**config.mk**
```make
export PLATFORM = sky130hd
export DESIGN_NAME = page_cache_writer
export DESIGN_NICKNAME = d
export VERILOG_FILES = /design/src/rtl/pcache_pkg.sv /design/src/rtl/pcache_datapath.sv /design/src/rtl/pcache_control.sv /design/src/rtl/page_cache_writer.sv
export SDC_FILE = /design/constraint.sdc
export NUM_CORES = 1
export LEC_CHECK = 0
export ABC_AREA = 1
export BUFFER_PORTS_ARGS = -buffer_cell sky130_fd_sc_hd__buf_2
export CORE_ASPECT_RATIO = 1.25
export CORE_MARGIN = 4
export CORE_UTILIZATION = 55
export CTS_CLUSTER_DIAMETER = 150
export DETAILED_ROUTE_END_ITERATION = 10
export PLACE_DENSITY = 0.75
export SYNTH_ARGS = -nofsm -noshare
export SYNTH_HDL_FRONTEND = slang
export SYNTH_SLANG_ARGS = --single-unit
```
**constraint.sdc**
```tcl
create_clock -name clk -period 2.08 [get_ports clk]
set_input_delay 0.208 -clock clk [delete_from_list [all_inputs] [get_ports clk]]
set_output_delay 0.208 -clock clk [all_outputs]
set_load 0.05 [all_outputs]
```
**src/rtl/pcache_pkg.sv**
```systemverilog
package pcache_pkg;

  typedef enum logic [1:0] {
    ST_IDLE  = 2'd0,
    ST_LOAD  = 2'd1,
    ST_WRITE = 2'd2,
    ST_WAIT  = 2'd3
  } pcState_t;

  typedef struct packed {
    logic captureStart;
    logic storeByte;
    logic clearAll;
  } pcStrobe_t;

endpackage

```
**src/rtl/pcache_datapath.sv**
```systemverilog
module pcache_datapath
  import pcache_pkg::*;
#(
  parameter int PAGE_BYTES  = 8,
  parameter int CACHE_PAGES = 8,
  parameter int ARRAY_PAGES = 16,
  localparam int OFF_W       = $clog2(PAGE_BYTES),
  localparam int CP_W        = $clog2(CACHE_PAGES),
  localparam int AP_W        = $clog2(ARRAY_PAGES),
  localparam int ADDR_W      = AP_W + OFF_W,
  localparam int CACHE_BYTES = PAGE_BYTES * CACHE_PAGES,
  localparam int PTR_W       = $clog2(CACHE_BYTES)
) (
  input  logic                    clk,
  input  logic                    rstN,
  input  pcStrobe_t               strb,
  input  logic [ADDR_W-1:0]       startAddr,
  input  logic [7:0]              dataByte,
  input  logic [CP_W-1:0]         selPage,
  output logic [CACHE_PAGES-1:0]  touched,
  output logic [PAGE_BYTES*8-1:0] pageData,
  output logic [PAGE_BYTES-1:0]   pageMask,
  output logic [AP_W-1:0]         arrPage
);

  logic [7:0]             cacheMem [CACHE_BYTES];
  logic [CACHE_BYTES-1:0] validBits;
  logic [PTR_W-1:0]       loadPtr;
  logic [AP_W-1:0]        startPage;

  // Pointer, valid marks and start page
  always_ff @(posedge clk or negedge rstN) begin
    if (!rstN) begin
      validBits <= '0;
      loadPtr   <= '0;
      startPage <= '0;
    end else if (strb.captureStart) begin
      validBits <= '0;
      loadPtr   <= PTR_W'(startAddr[OFF_W-1:0]);
      startPage <= startAddr[ADDR_W-1:OFF_W];
    end else if (strb.storeByte) begin
      validBits[loadPtr] <= 1'b1;
      loadPtr            <= loadPtr + 1'b1;  // natural wrap to cache byte 0
    end else if (strb.clearAll) begin
      validBits <= '0;
    end
  end

  // Data storage, no reset needed
  always_ff @(posedge clk) begin
    if (strb.storeByte && !strb.captureStart) cacheMem[loadPtr] <= dataByte;
  end

  for (genvar p = 0; p < CACHE_PAGES; p++) begin : g_touch
    assign touched[p] = |validBits[p*PAGE_BYTES +: PAGE_BYTES];
  end

  for (genvar b = 0; b < PAGE_BYTES; b++) begin : g_rd
    assign pageData[b*8 +: 8] = cacheMem[{selPage, OFF_W'(b)}];
  end

  assign pageMask = validBits[selPage*PAGE_BYTES +: PAGE_BYTES];
  assign arrPage  = startPage + AP_W'(selPage);

  p_store_sets_valid_r2: assert property (@(posedge clk) disable iff (!rstN)
    (strb.storeByte && !strb.captureStart) |=> validBits[$past(loadPtr)]);

  p_wrap_to_zero_r3: assert property (@(posedge clk) disable iff (!rstN)
    (strb.storeByte && !strb.captureStart && (&loadPtr)) |=> (loadPtr == '0));

endmodule

```
**src/rtl/pcache_control.sv**
```systemverilog
module pcache_control
  import pcache_pkg::*;
#(
  parameter int CACHE_PAGES = 8,
  parameter int CYCLE_TICKS = 6,
  localparam int CP_W = $clog2(CACHE_PAGES),
  localparam int TM_W = $clog2(CYCLE_TICKS + 1)
) (
  input  logic                   clk,
  input  logic                   rstN,
  input  logic                   startPulse,
  input  logic                   dataStrobe,
  input  logic                   stopPulse,
  input  logic [CACHE_PAGES-1:0] touched,
  output pcStrobe_t              strb,
  output logic [CP_W-1:0]        selPage,
  output logic                   arrWrEn,
  output logic                   busy
);

  pcState_t        state, stateNx;
  logic [CP_W-1:0] curPage;
  logic [TM_W-1:0] timer;
  logic            nextFound;
  logic [CP_W-1:0] nextIdx;
  int              searchBase;

  // Lowest touched page at or above the search base
  always_comb begin
    searchBase = (state == ST_LOAD) ? 0 : int'(curPage) + 1;
    nextFound  = 1'b0;
    nextIdx    = '0;
    for (int p = 0; p < CACHE_PAGES; p++) begin
      if (!nextFound && p >= searchBase && touched[p]) begin
        nextFound = 1'b1;
        nextIdx   = CP_W'(p);
      end
    end
  end

  always_comb begin
    stateNx = state;
    strb    = '0;
    unique case (state)
      ST_IDLE: begin
        if (startPulse) begin
          strb.captureStart = 1'b1;
          stateNx = ST_LOAD;
        end
      end
      ST_LOAD: begin
        if (startPulse) begin
          strb.captureStart = 1'b1;
        end else if (stopPulse) begin
          stateNx = nextFound ? ST_WRITE : ST_IDLE;
        end else if (dataStrobe) begin
          strb.storeByte = 1'b1;
        end
      end
      ST_WRITE: stateNx = ST_WAIT;
      ST_WAIT: begin
        if (timer == '0) begin
          if (nextFound) stateNx = ST_WRITE;
          else begin
            stateNx       = ST_IDLE;
            strb.clearAll = 1'b1;
          end
        end
      end
      default: stateNx = ST_IDLE;
    endcase
  end

  always_ff @(posedge clk or negedge rstN) begin
    if (!rstN) begin
      state   <= ST_IDLE;
      curPage <= '0;
      timer   <= '0;
    end else begin
      state <= stateNx;
      if (stateNx == ST_WRITE) curPage <= nextIdx;
      if (state == ST_WRITE) timer <= TM_W'(CYCLE_TICKS - 1);
      else if (state == ST_WAIT && timer != '0) timer <= timer - 1'b1;
    end
  end

  assign selPage = curPage;
  assign arrWrEn = (state == ST_WRITE);
  assign busy    = (state == ST_WRITE) || (state == ST_WAIT);

  p_write_touched_r5: assert property (@(posedge clk) disable iff (!rstN)
    arrWrEn |-> touched[curPage]);

  p_strobe_gap_r6: assert property (@(posedge clk) disable iff (!rstN)
    arrWrEn |=> !arrWrEn);

  p_write_busy_r7: assert property (@(posedge clk) disable iff (!rstN)
    arrWrEn |-> busy);

  p_marks_cleared_r10: assert property (@(posedge clk) disable iff (!rstN)
    (!busy && $past(busy)) |-> (touched == '0));

endmodule

```
**src/rtl/page_cache_writer.sv**
```systemverilog
module page_cache_writer
  import pcache_pkg::*;
#(
  parameter int PAGE_BYTES  = 8,
  parameter int CACHE_PAGES = 8,
  parameter int ARRAY_PAGES = 16,
  parameter int CYCLE_TICKS = 6,
  localparam int OFF_W  = $clog2(PAGE_BYTES),
  localparam int CP_W   = $clog2(CACHE_PAGES),
  localparam int AP_W   = $clog2(ARRAY_PAGES),
  localparam int ADDR_W = AP_W + OFF_W
) (
  input  logic                    clk,
  input  logic                    rstN,
  input  logic                    startPulse,
  input  logic [ADDR_W-1:0]       startAddr,
  input  logic                    dataStrobe,
  input  logic [7:0]              dataByte,
  input  logic                    stopPulse,
  output logic                    arrWrEn,
  output logic [AP_W-1:0]         arrPage,
  output logic [PAGE_BYTES*8-1:0] arrData,
  output logic [PAGE_BYTES-1:0]   arrMask,
  output logic                    busy
);

  pcStrobe_t              strb;
  logic [CP_W-1:0]        selPage;
  logic [CACHE_PAGES-1:0] touched;

  pcache_control #(
    .CACHE_PAGES(CACHE_PAGES),
    .CYCLE_TICKS(CYCLE_TICKS)
  ) u_ctrl (
    .clk       (clk),
    .rstN      (rstN),
    .startPulse(startPulse),
    .dataStrobe(dataStrobe),
    .stopPulse (stopPulse),
    .touched   (touched),
    .strb      (strb),
    .selPage   (selPage),
    .arrWrEn   (arrWrEn),
    .busy      (busy)
  );

  pcache_datapath #(
    .PAGE_BYTES (PAGE_BYTES),
    .CACHE_PAGES(CACHE_PAGES),
    .ARRAY_PAGES(ARRAY_PAGES)
  ) u_dp (
    .clk      (clk),
    .rstN     (rstN),
    .strb     (strb),
    .startAddr(startAddr),
    .dataByte (dataByte),
    .selPage  (selPage),
    .touched  (touched),
    .pageData (arrData),
    .pageMask (arrMask),
    .arrPage  (arrPage)
  );

endmodule

```
# Yosys cells after proc, flatten, opt, wreduce, memory -nomap -nowiden
# Memory sizes are Yosys's and may differ from the RTL's.
# Index checks and enable logic that the tools add are counted.
# W data, S select, Z words.
dict set report totals {
  register_bits 82
  mem_bits_rw 512
  inputBits 20
  word_cells 111
  mem_count 1
}
dict set report classes {
  add_sub_neg 4
  order_cmp 10
  n_eq_ne 4
  shift 1
  n_mux 42
  bitwise_logic 1
  n_reduce_logical 42
}
# memory words width read_ports rd_ports_with_merged_regs wr line
set mem_list {}
lappend mem_list {u_dp.cacheMem 64 8 8 0 1 pcache_datapath.sv:26} ;# logic [7:0] cacheMem [CACHE_BYTES];
# cell n
set ops {}
lappend ops {{$mux W64} 3}
lappend ops {{$ge A4 B32 Y1 const A} 4}
lappend ops {{$ge A3 B32 Y1 const A} 2}
lappend ops {{$or A64 B64 Y64} 1}
lappend ops {{$reduce_or A8 Y1} 8}
lappend ops {{$shiftx A64 B7 Y8} 1}
lappend ops {{$ge A1 B32 Y1 const A} 1}
lappend ops {{$ge A2 B32 Y1 const A} 1}
lappend ops {{$mux W32} 1}
lappend ops {{$mux W1} 21}
lappend ops {{$logic_and A1 B1 Y1} 18}
lappend ops {{$mux W3} 6}
lappend ops {{$mux W2} 7}
lappend ops {{$mux W6} 2}
lappend ops {{$logic_not A1 Y1} 8}
lappend ops {{$pmux W2 S4} 1}
lappend ops {{$lt A6 B7 Y1 const B} 1}
lappend ops {{$add A6 B1 Y6 const B} 1}
lappend ops {{$demux W1 S6} 1}
lappend ops {{$eq A2 B2 Y1 const B} 3}
lappend ops {{$ge A6 B1 Y1 const B} 1}
lappend ops {{$reduce_bool A3 Y1} 2}
lappend ops {{$add A3 B1 Y4 const B} 1}
lappend ops {{$add A4 B3 Y4} 1}
lappend ops {{other kinds (7)} 8}

# Depth between registers and ports, before layout
# Gate-level depths: netlist of the first run.
dict set report logic_depth {
  ltp_word 39
  mapped_depth 15
  depth_no_buf 14
}

# By module
# A second synthesis of the first run with hierarchy kept.
dict set report unflattened {
  cells_unflattened 2926
  area_unflattened_um2 27262.4
}
# mod n_inst cells_each area_each_um2 seq_area_each_um2
set modules_own_cells {}
lappend modules_own_cells {pcache_datapath 1 2814 26534.2 17226.5}
lappend modules_own_cells {pcache_control 1 112 728.2 200.2}

# Worst setup path before layout of the first run
# OpenSTA, ideal clock, no wires.
dict set report synth_timing {
  path_type {register to output}
  start {register u_ctrl.curPage[0] (netlist: u_ctrl.selPage[0])}
  end {output arrData[10]}
  arrival_ns 2.494
  setup_slack_ns -0.622
  stages_incl_launch_ff 10
  cell_sequence {dfrtp_1 inv_1 buf_2 buf_2 clkbuf_1 clkbuf_1 nor2_1 o22ai_1 nor2_1 a31oi_1}
}
dict set report synth_between {
  elab_chain_len 1
}
# item line
set synth_lines {}
lappend synth_lines {{start: declaration} pcache_control.sv:22} ;# logic [CP_W-1:0] curPage;
lappend synth_lines {{start signal: assignment} pcache_control.sv:81} ;# if (stateNx == ST_WRITE) curPage <= nextIdx;
lappend synth_lines {{$mem_v2 Z64 W8} n/a}
lappend synth_lines {{end: declaration} page_cache_writer.sv:22} ;# output logic [PAGE_BYTES*8-1:0] arrData,
# Every way passes these cells.

# Worst setup path after layout of the first run
dict set report layout_timing {
  start {register u_ctrl.curPage[0] (netlist: u_ctrl.selPage[0])}
  end {register u_dp.validBits[38]}
}
dict set report layout_between {
  elab_chain_len 37
}
# item line
set layout_lines {}
lappend layout_lines {{$add A3 B1 Y4 *} pcache_control.sv:30} ;# searchBase = (state == ST_LOAD) ? 0 : int'(curPage) + 1;
lappend layout_lines {{$mux W32 *} pcache_control.sv:30}
lappend layout_lines {{$ge A1 B32 Y1} pcache_control.sv:34} ;# if (!nextFound && p >= searchBase && touched[p]) begin
lappend layout_lines {{$logic_and A1 B1 Y1} pcache_control.sv:34}
lappend layout_lines {{$mux W1} pcache_control.sv:34}
lappend layout_lines {{$logic_not A1 Y1} pcache_control.sv:34}
lappend layout_lines {{$logic_and A1 B1 Y1 (2 in series)} pcache_control.sv:34}
lappend layout_lines {{$mux W1} pcache_control.sv:34}
lappend layout_lines {{(+19 left out)} n/a}
lappend layout_lines {{$mux W1} pcache_control.sv:34}
lappend layout_lines {{$logic_not A1 Y1} pcache_control.sv:34}
lappend layout_lines {{$logic_and A1 B1 Y1 (2 in series)} pcache_control.sv:34}
lappend layout_lines {{$mux W1 *} pcache_control.sv:34}
lappend layout_lines {{$mux W1 *} pcache_control.sv:63} ;# if (nextFound) stateNx = ST_WRITE;
lappend layout_lines {{$mux W1 *} pcache_control.sv:62} ;# if (timer == '0) begin
lappend layout_lines {{$mux W1 *} pcache_control.sv:44} ;# unique case (state)
lappend layout_lines {{$reduce_bool A3 Y1 (no source line) *} n/a}
lappend layout_lines {{end signal: assignment} pcache_datapath.sv:38} ;# validBits <= '0;
lappend layout_lines {{end signal: indexed assignment} pcache_datapath.sv:42} ;# validBits[loadPtr] <= 1'b1;
lappend layout_lines {{end signal: assignment} pcache_datapath.sv:45} ;# validBits <= '0;
lappend layout_lines {{end: declaration} pcache_datapath.sv:27} ;# logic [CACHE_BYTES-1:0] validBits;
# Mark *: on every way between the ends. The rest lies on a longest branch, timed or not.
# A chain may end at the register's enable or synchronous reset.

==> flow_metrics.py, run 1 <==
metrics = {
    "die": {
        "die_h_um": 243,
        "die_x_um": 196,
        "die_area_mm2": 0.0477,
        "start_util": 0.561,
        "rows": 85,
        "core-area_mm2": 0.0434,
        "ios": 98,
    },
    "global_routing": {
        "met1_usage": 0.346,
        "grt-busiest-layer": "met2",
        "grt_pass1_vias": 17500,
        "grt_max_degree": 65,
        "use_met2": 0.488,
        "grt_pass1_wl_um": 102000,
        "use_met3": 0.0363,
        "grt.total_usage": 0.276,
        "antenna_found_initial": 1,
        "grt_overflow": 0,
    },
    "synth": {
        "synth_top_cell_by_area": "edfxtp_1",
        "syn-instance-count": 2064,
        "ys.flop_type": "edfxtp_1",
        "synth_top_area_share": 0.632,
        "async_flop_share": 0.138,
        "synth_edf_count": 512,
        "postSynthAreaPerCell_um2": 11.8,
        "yosysWarningCount": 0,
        "synth_nets": 2092,
        "yosysUniqueCellTypes": 40,
        "ys_ff_latch": 594,
        "synth.area.top_cells": "edfxtp_1 (63%), nor2_1 (8.9%), dfrtp_1 (8.4%)",
        "synth_seq_area_share": 0.716,
        "syn_area_mm2": 0.0243,
    },
    "layout": {
        "final_nets": 2418,
        "fin_cells": 3000,
        "area_growth_pct": 43.5,
        "layout-drive-gt1-share": 0.392,
    },
    "timing": {
        "slew_violations": 0,
        "fin_crit_sh": 1.48,
        "setup_ws_ns": -0.993,
        "clock-skew-final_ns": 0.0344,
        "maxSlewHeadroom": 0.429,
        "hold-worst-slack_ns": 0.0370,
        "max_freq_mhz": 325,
        "worstMarginPinSlew_ns": 0.856,
        "rsz0062_at_grt": "true",
        "hold_viol": 0,
        "setup_viol_count_final": 322,
        "finalCriticalPeriod_ns": 3.07,
    },
    "place": {
        "dpl.hpwl_um": 37200,
        "pre_cts_slack_ns": -0.211,
        "dp_cells": 2749,
        "gp_congestion": 0.938,
        "port-buffer-count": 97,
    },
    "clocking": {
        "cts_root_buffer": "clkbuf_16",
        "cts_tree": "yes",
        "htreeDepth": 2,
        "cts.sinks": 594,
        "cts_made_buffers": 53,
        "clk_latency_ns": 0.61,
        "cts_buffer_depth": 3,
        "clk_pin_slew_ns": 0.07,
    },
    "pwr": {
        "p_total_mw": 27.1,
        "max-vdd-ir-drop_mv": 0.708,
        "power_density_mw_per_mm2": 777,
        "leakage_nw": 12.8,
    },
    "critical_path": {
        "required_ns": 2.57,
        "setup.worst_path.end_class": "flip-flop",
        "cp-start-kind": "flip-flop",
        "arrival_ns": 3.56,
        "critPathMaxFanout": 8,
        "path_class": "flip-flop to flip-flop",
    },
    "detailed_routing": {
        "finalWirelength_um": 88900,
        "drt_pass1_iterations": 6,
        "num_vias": 20100,
        "ant_nets": 0,
        "post_drt_via_cell_ratio": 6.71,
        "drc": 0,
        "routedWlPerCell_um": 29.6,
        "drt_iter0_markers": 2975,
    },
    "run": {
        "maxCapViolations": 0,
    },
    "run_status": {
        "failed_checks": "setup timing",
        "status": "finished, violations left",
    },
    "min_path": {
        "hold_path.class": "input pin to flip-flop",
    },
}
## through the flow
stage | utilization | area (um^2) | TNS, ns
after floorplan | - | 25800 | -6.29
after global placement | 0.649 | 28100 | -11.55
after detailed placement | 0.649 | 28100 | -26.50
after CTS | 0.728 | 31600 | -54.79
after global routing | 0.804 | 34900 | -136.40
final | 0.804 | 34900 | -108.85
## worst max-delay path, stage by stage (launching register included)
cell and delay, ns:
dfrtp_4 0.52, ha_1 0.56, inv_1 0.20, nand3_1 0.22, o21bai_4 0.14, a21oi_4 0.17, nand3_2 0.10, nor2_4 0.14
nand3_2 0.13, nand2_2 0.16, nand3_4 0.09, buf_12 0.19, clkbuf_16 0.19, o21ai_2 0.07, inv_1 0.07
## cell usage after synthesis (all sizes together), types with 7 or more instances
cell and count:
o22ai 66, edfxtp 512, nand4 7, a21oi 20
nand2 73, o21ai 368, dfrtp 82, nand3 25
buf 20, clkbuf 101, ha 7, a31oi 74
inv 101, nor2 583
## sequential cells by signal, summed over array words and instances (netlist names)
| signal | cells |
|---|---|
| u_dp.loadPtr | 6 |
| u_ctrl.state | 2 |
| u_dp.cacheMem | 512 |
| u_dp.startPage | 4 |
| u_dp.validBits | 64 |
| u_ctrl.timer | 3 |
| u_ctrl.selPage | 3 |
## power breakdown
group          leakage, nW  internal, mW  switching, mW
sequential            5.72          13.0          0.123
combinational         6.15          1.26           2.13
clock                0.885          6.13           4.47
## layer usage
metal,vias to the layer above,wire [um]
met1,9811,28600
met4,0,7200
li1,8008,-
met2,1756,43400
met3,563,9740
met5,-,0
## what timing repair did
item,in CTS,in global routing
endpoints found under the hold margin,44,0
buffers inserted,16,69
gates cloned,20,44
hold buffers,9,0
gates resized for setup,273,502
endpoints found under the setup margin,273,474
pin swaps,27,151
## worst paths after layout
check | cells past startpoint | to | startpoint | slack, ns
min in group asynchronous | 2 | u_dp.validBits[34] | rstN | 0.16
hold reg to reg | 2 | u_dp.startPage[3] | u_dp.startPage[3] | 0.53
max in group asynchronous | 3 | u_dp.validBits[14] | rstN | 1.28
setup / recovery | 14 | u_dp.validBits[38] | u_ctrl.selPage[0] | -0.99
hold / removal | 1 | u_dp.cacheMem[24][6] | dataByte[6] | 0.04
setup reg to reg | 14 | u_dp.validBits[38] | u_ctrl.selPage[0] | -0.99
## kinds of logic (layout without fill, tap and decap cells)
| kind of cell | after synthesis | after routing | synth area share |
|---|---|---|---|
| AOI/OAI and AO/OA | 535 | 535 | 0.128 |
| xor gates and xnor gates | 3 | 3 | 0.00108 |
| adders and majority gates | 8 | 8 | 0.00442 |
| buffers and inverters | 226 | 596 | 0.0369 |
| DFF | 594 | 594 | 0.716 |
| other | 0 | 1 | 0 |
| and+or+nand+nor | 698 | 698 | 0.113 |
## cell type report
| class | count | area [um^2] |
|---|---|---|
| Inverter | 105 | 458 |
| Timing Repair inverter | 2 | 38.8 |
| Antenna cell | 1 | 2.50 |
| Clock inverter | 22 | 350 |
| Sequential cell | 594 | 17400 |
| Fill cell | 1880 | 8480 |
| Clock buffer | 77 | 1500 |
| Tap cell | 565 | 707 |
| Timing Repair Buffer | 390 | 5550 |
| Multi-Input combinational cell | 1244 | 8860 |
## cells in the final DEF, fill, tap and decap left out, types with 45 or more instances in the layout
master and instances:
buf_6 69, inv_1 45, nor2_1 443, edfxtp_1 512
o21ai_2 94, buf_12 86, buf_4 129, clkbuf_16 93
o21ai_1 131, nor2_2 86, nor2_4 54, dfrtp_1 79
inv_2 53, a31oi_4 72, o21ai_4 48, nand2_1 57
o21ai_0 95
(Power assumes the default switching activity.)
==> inputs of run 2 (changes only) <==
--- a/config.mk
+++ b/config.mk
@@ -12,7 +12,7 @@
 export CORE_UTILIZATION = 55
 export CTS_CLUSTER_DIAMETER = 150
 export DETAILED_ROUTE_END_ITERATION = 10
-export PLACE_DENSITY = 0.75
+export PLACE_DENSITY = 0.72
 export SYNTH_ARGS = -nofsm -noshare
 export SYNTH_HDL_FRONTEND = slang
 export SYNTH_SLANG_ARGS = --single-unit
==> constraint.sdc (replaced) <==
create_clock -name clk -period 3.85 [get_ports clk]
set_input_delay 0.385 -clock clk [delete_from_list [all_inputs] [get_ports clk]]
set_output_delay 0.385 -clock clk [all_outputs]
set_load 0.05 [all_outputs]
==> run 2 against run 1 <==
  * The run now ends clean
  * Die area unchanged
  * Via count shrank 18%
  * Combinational power is 70% lower
  * Critical path type is now flip-flop to output port
  * Hold slack got worse by 0.0021 ns
  * Sequential power is 46% lower
==> flow_metrics.py, run 2 (synthesized netlist as in run 1, its figures left out) <==
metrics = {
    "run_status": {
        "status": "finished clean",
    },
    "clocking": {
        "htreeDepth": 2,
        "cts.sinks": 594,
        "cts_root_buffer": "clkbuf_16",
        "cts_tree": "yes",
        "cts_made_buffers": 53,
        "cts_buffer_depth": 3,
        "clk_latency_ns": 0.60,
        "clk_pin_slew_ns": 0.06,
        "cts_setup_buffers": 0,
    },
    "layout": {
        "layout_common_cells": "nor2_1 (580), edfxtp_1 (512), o21ai_0 (306)",
        "diodes": 0,
        "largest_reg_flops": 512,
        "area_growth_pct": 12.3,
        "fillers": 3323,
        "layout-drive-gt1-share": 0.161,
        "largest_registers": "u_dp.cacheMem: 512 flops, u_dp.validBits: 64 flops, u_dp.loadPtr: 6 flops",
        "top_register": "u_dp.cacheMem",
        "final_common_cell": "nor2_1",
        "finalInstanceArea_mm2": 0.0273,
        "final_nets": 2183,
    },
    "timing": {
        "fin_crit_sh": 0.948,
        "clock-skew-final_ns": 0.0226,
        "totalNegativeSetupSlack_ns": 0,
        "hold-worst-slack_ns": 0.0348,
        "setup_viol_count_final": 0,
        "max_freq_mhz": 274,
        "slew_violations": 0,
        "finalCriticalPeriod_ns": 3.65,
        "worstMarginPinSlew_ns": 1.05,
        "rsz0062_at_grt": "false",
        "hold_viol": 0,
        "maxSlewHeadroom": 0.300,
    },
    "detailed_routing": {
        "drc": 0,
        "post_drt_via_cell_ratio": 5.95,
        "drt_pass1_iterations": 6,
        "routedWlPerCell_um": 22.3,
        "finalWirelength_um": 61600,
        "drt_iter0_markers": 1580,
        "ant_nets": 0,
        "num_vias": 16400,
    },
    "pwr": {
        "leakage_nw": 10.0,
        "power_density_mw_per_mm2": 492,
        "clockPowerShare": 0.396,
        "p_int_mw": 10.3,
        "p_total_mw": 13.4,
        "switching_share": 0.231,
        "max-vdd-ir-drop_mv": 0.472,
        "pwr-share-seq": 0.528,
        "power_switching_mw": 3.10,
        "p_comb_frac": 0.075,
    },
    "critical_path": {
        "setup.worst_path.end_class": "output port",
        "path_class": "flip-flop to output port",
        "cp-start-kind": "flip-flop",
        "critPathMaxFanout": 89,
        "required_ns": 3.46,
        "arrival_ns": 3.26,
    },
    "place": {
        "gp_congestion": 0.889,
        "place_area_mm2": 0.0255,
        "dpl.hpwl_um": 35800,
        "port-buffer-count": 97,
    },
    "die": {
        "core-area_mm2": 0.0434,
        "start_util": 0.561,
        "die_h_um": 243,
        "die_x_um": 196,
        "die_area_mm2": 0.0477,
        "ios": 98,
        "rows": 85,
    },
    "min_path": {
        "hold_path.class": "input pin to flip-flop",
    },
    "global_routing": {
        "grt_overflow": 0,
        "grt_pass1_vias": 16300,
        "grt_max_degree": 129,
        "grt_pass1_wl_um": 94100,
        "grt.total_usage": 0.254,
        "antenna_found_initial": 1,
    },
    "run": {
        "maxCapViolations": 0,
    },
}
==> run 2: cell count changes in the layout (fill, tap and decap cells not counted), sizes merged <==
cell         delta
clkbuf         -41
diode           -1
clkinv          +4
bufbuf          -5
inv             +1
buf           -185
bufinv          -3
clkinvlp        -1
dlygate4sd3     -5
==> run 2: metal layers <==
layer | track usage | share of wire | wire, um
met5 | 0 | 0 | 0
met4 | 0.0719 | 0.024 | 1490
met3 | 0.0388 | 0.071 | 4350
met2 | 0.440 | 0.52 | 31900
met1 | 0.337 | 0.39 | 23900
==> run 2: cell type report <==
class | instances | area [um^2] | area share
sequential | 594 | 17400 | 0.638
multi-input combinational | 1244 | 6000 | 0.220
clock inverter | 25 | 290 | 0.0106
inverter | 105 | 407 | 0.0149
timing repair buffer | 157 | 1020 | 0.0372
tap | 565 | 707 | 0.0259
clock buffer | 74 | 1460 | 0.0533
==> run 2: path summary, 6_finish.rpt <==
path                                   start                 end  slack [ns]  depth (start not counted)
hold reg to reg            u_dp.startPage[0]   u_dp.startPage[0]        0.48                          2
min in group asynchronous               rstN  u_dp.validBits[54]        0.41                          2
setup / recovery           u_ctrl.selPage[0]         arrData[50]        0.20                          6
max in group asynchronous               rstN  u_dp.validBits[34]        2.53                          3
hold / removal                  startAddr[5]   u_dp.startPage[2]        0.03                          3
setup reg to reg           u_ctrl.selPage[0]  u_dp.validBits[32]        0.64                         12
==> run 2: power by group through the flow <==
stage          registers, mW  clock network (mW)  logic [mW]
4_1_cts                 7.10                5.40        1.01
6_report                7.10                5.33        1.01
5_1_grt                 7.11                5.69        1.09
3_3_place_gp            7.24                   0       0.979
2_1_floorplan           7.22                   0       0.721
3_5_place_dp            7.24                   0        1.00
==> run 2: repair_timing <==
| item | CTS | global route |
|---|---|---|
| endpoints found under the setup margin | 0 | 8 |
| hold endpoints to repair | 55 | 0 |
| hold buffers | 4 | 0 |
| resized for setup | 0 | 3 |
==> run 2: per-stage QoR <==
stage	instances	worst slack (ns)	util
after floorplan	2064	0.971	-
after global routing	2764	0.0552	0.629
after global placement	2660	0.669	0.587
final	2764	0.200	0.629
after detailed placement	2660	0.672	0.587
after CTS	2763	0.0202	0.629
==> run 2: critical path, cell delays in order, from the launching register on <==
cell,delay (ns)
dfrtp_4,0.77
buf_6,0.56
o21ai_0,0.20
o22ai_1,0.26
nor2_1,0.07
a31oi_1,0.36
buf_2,0.36
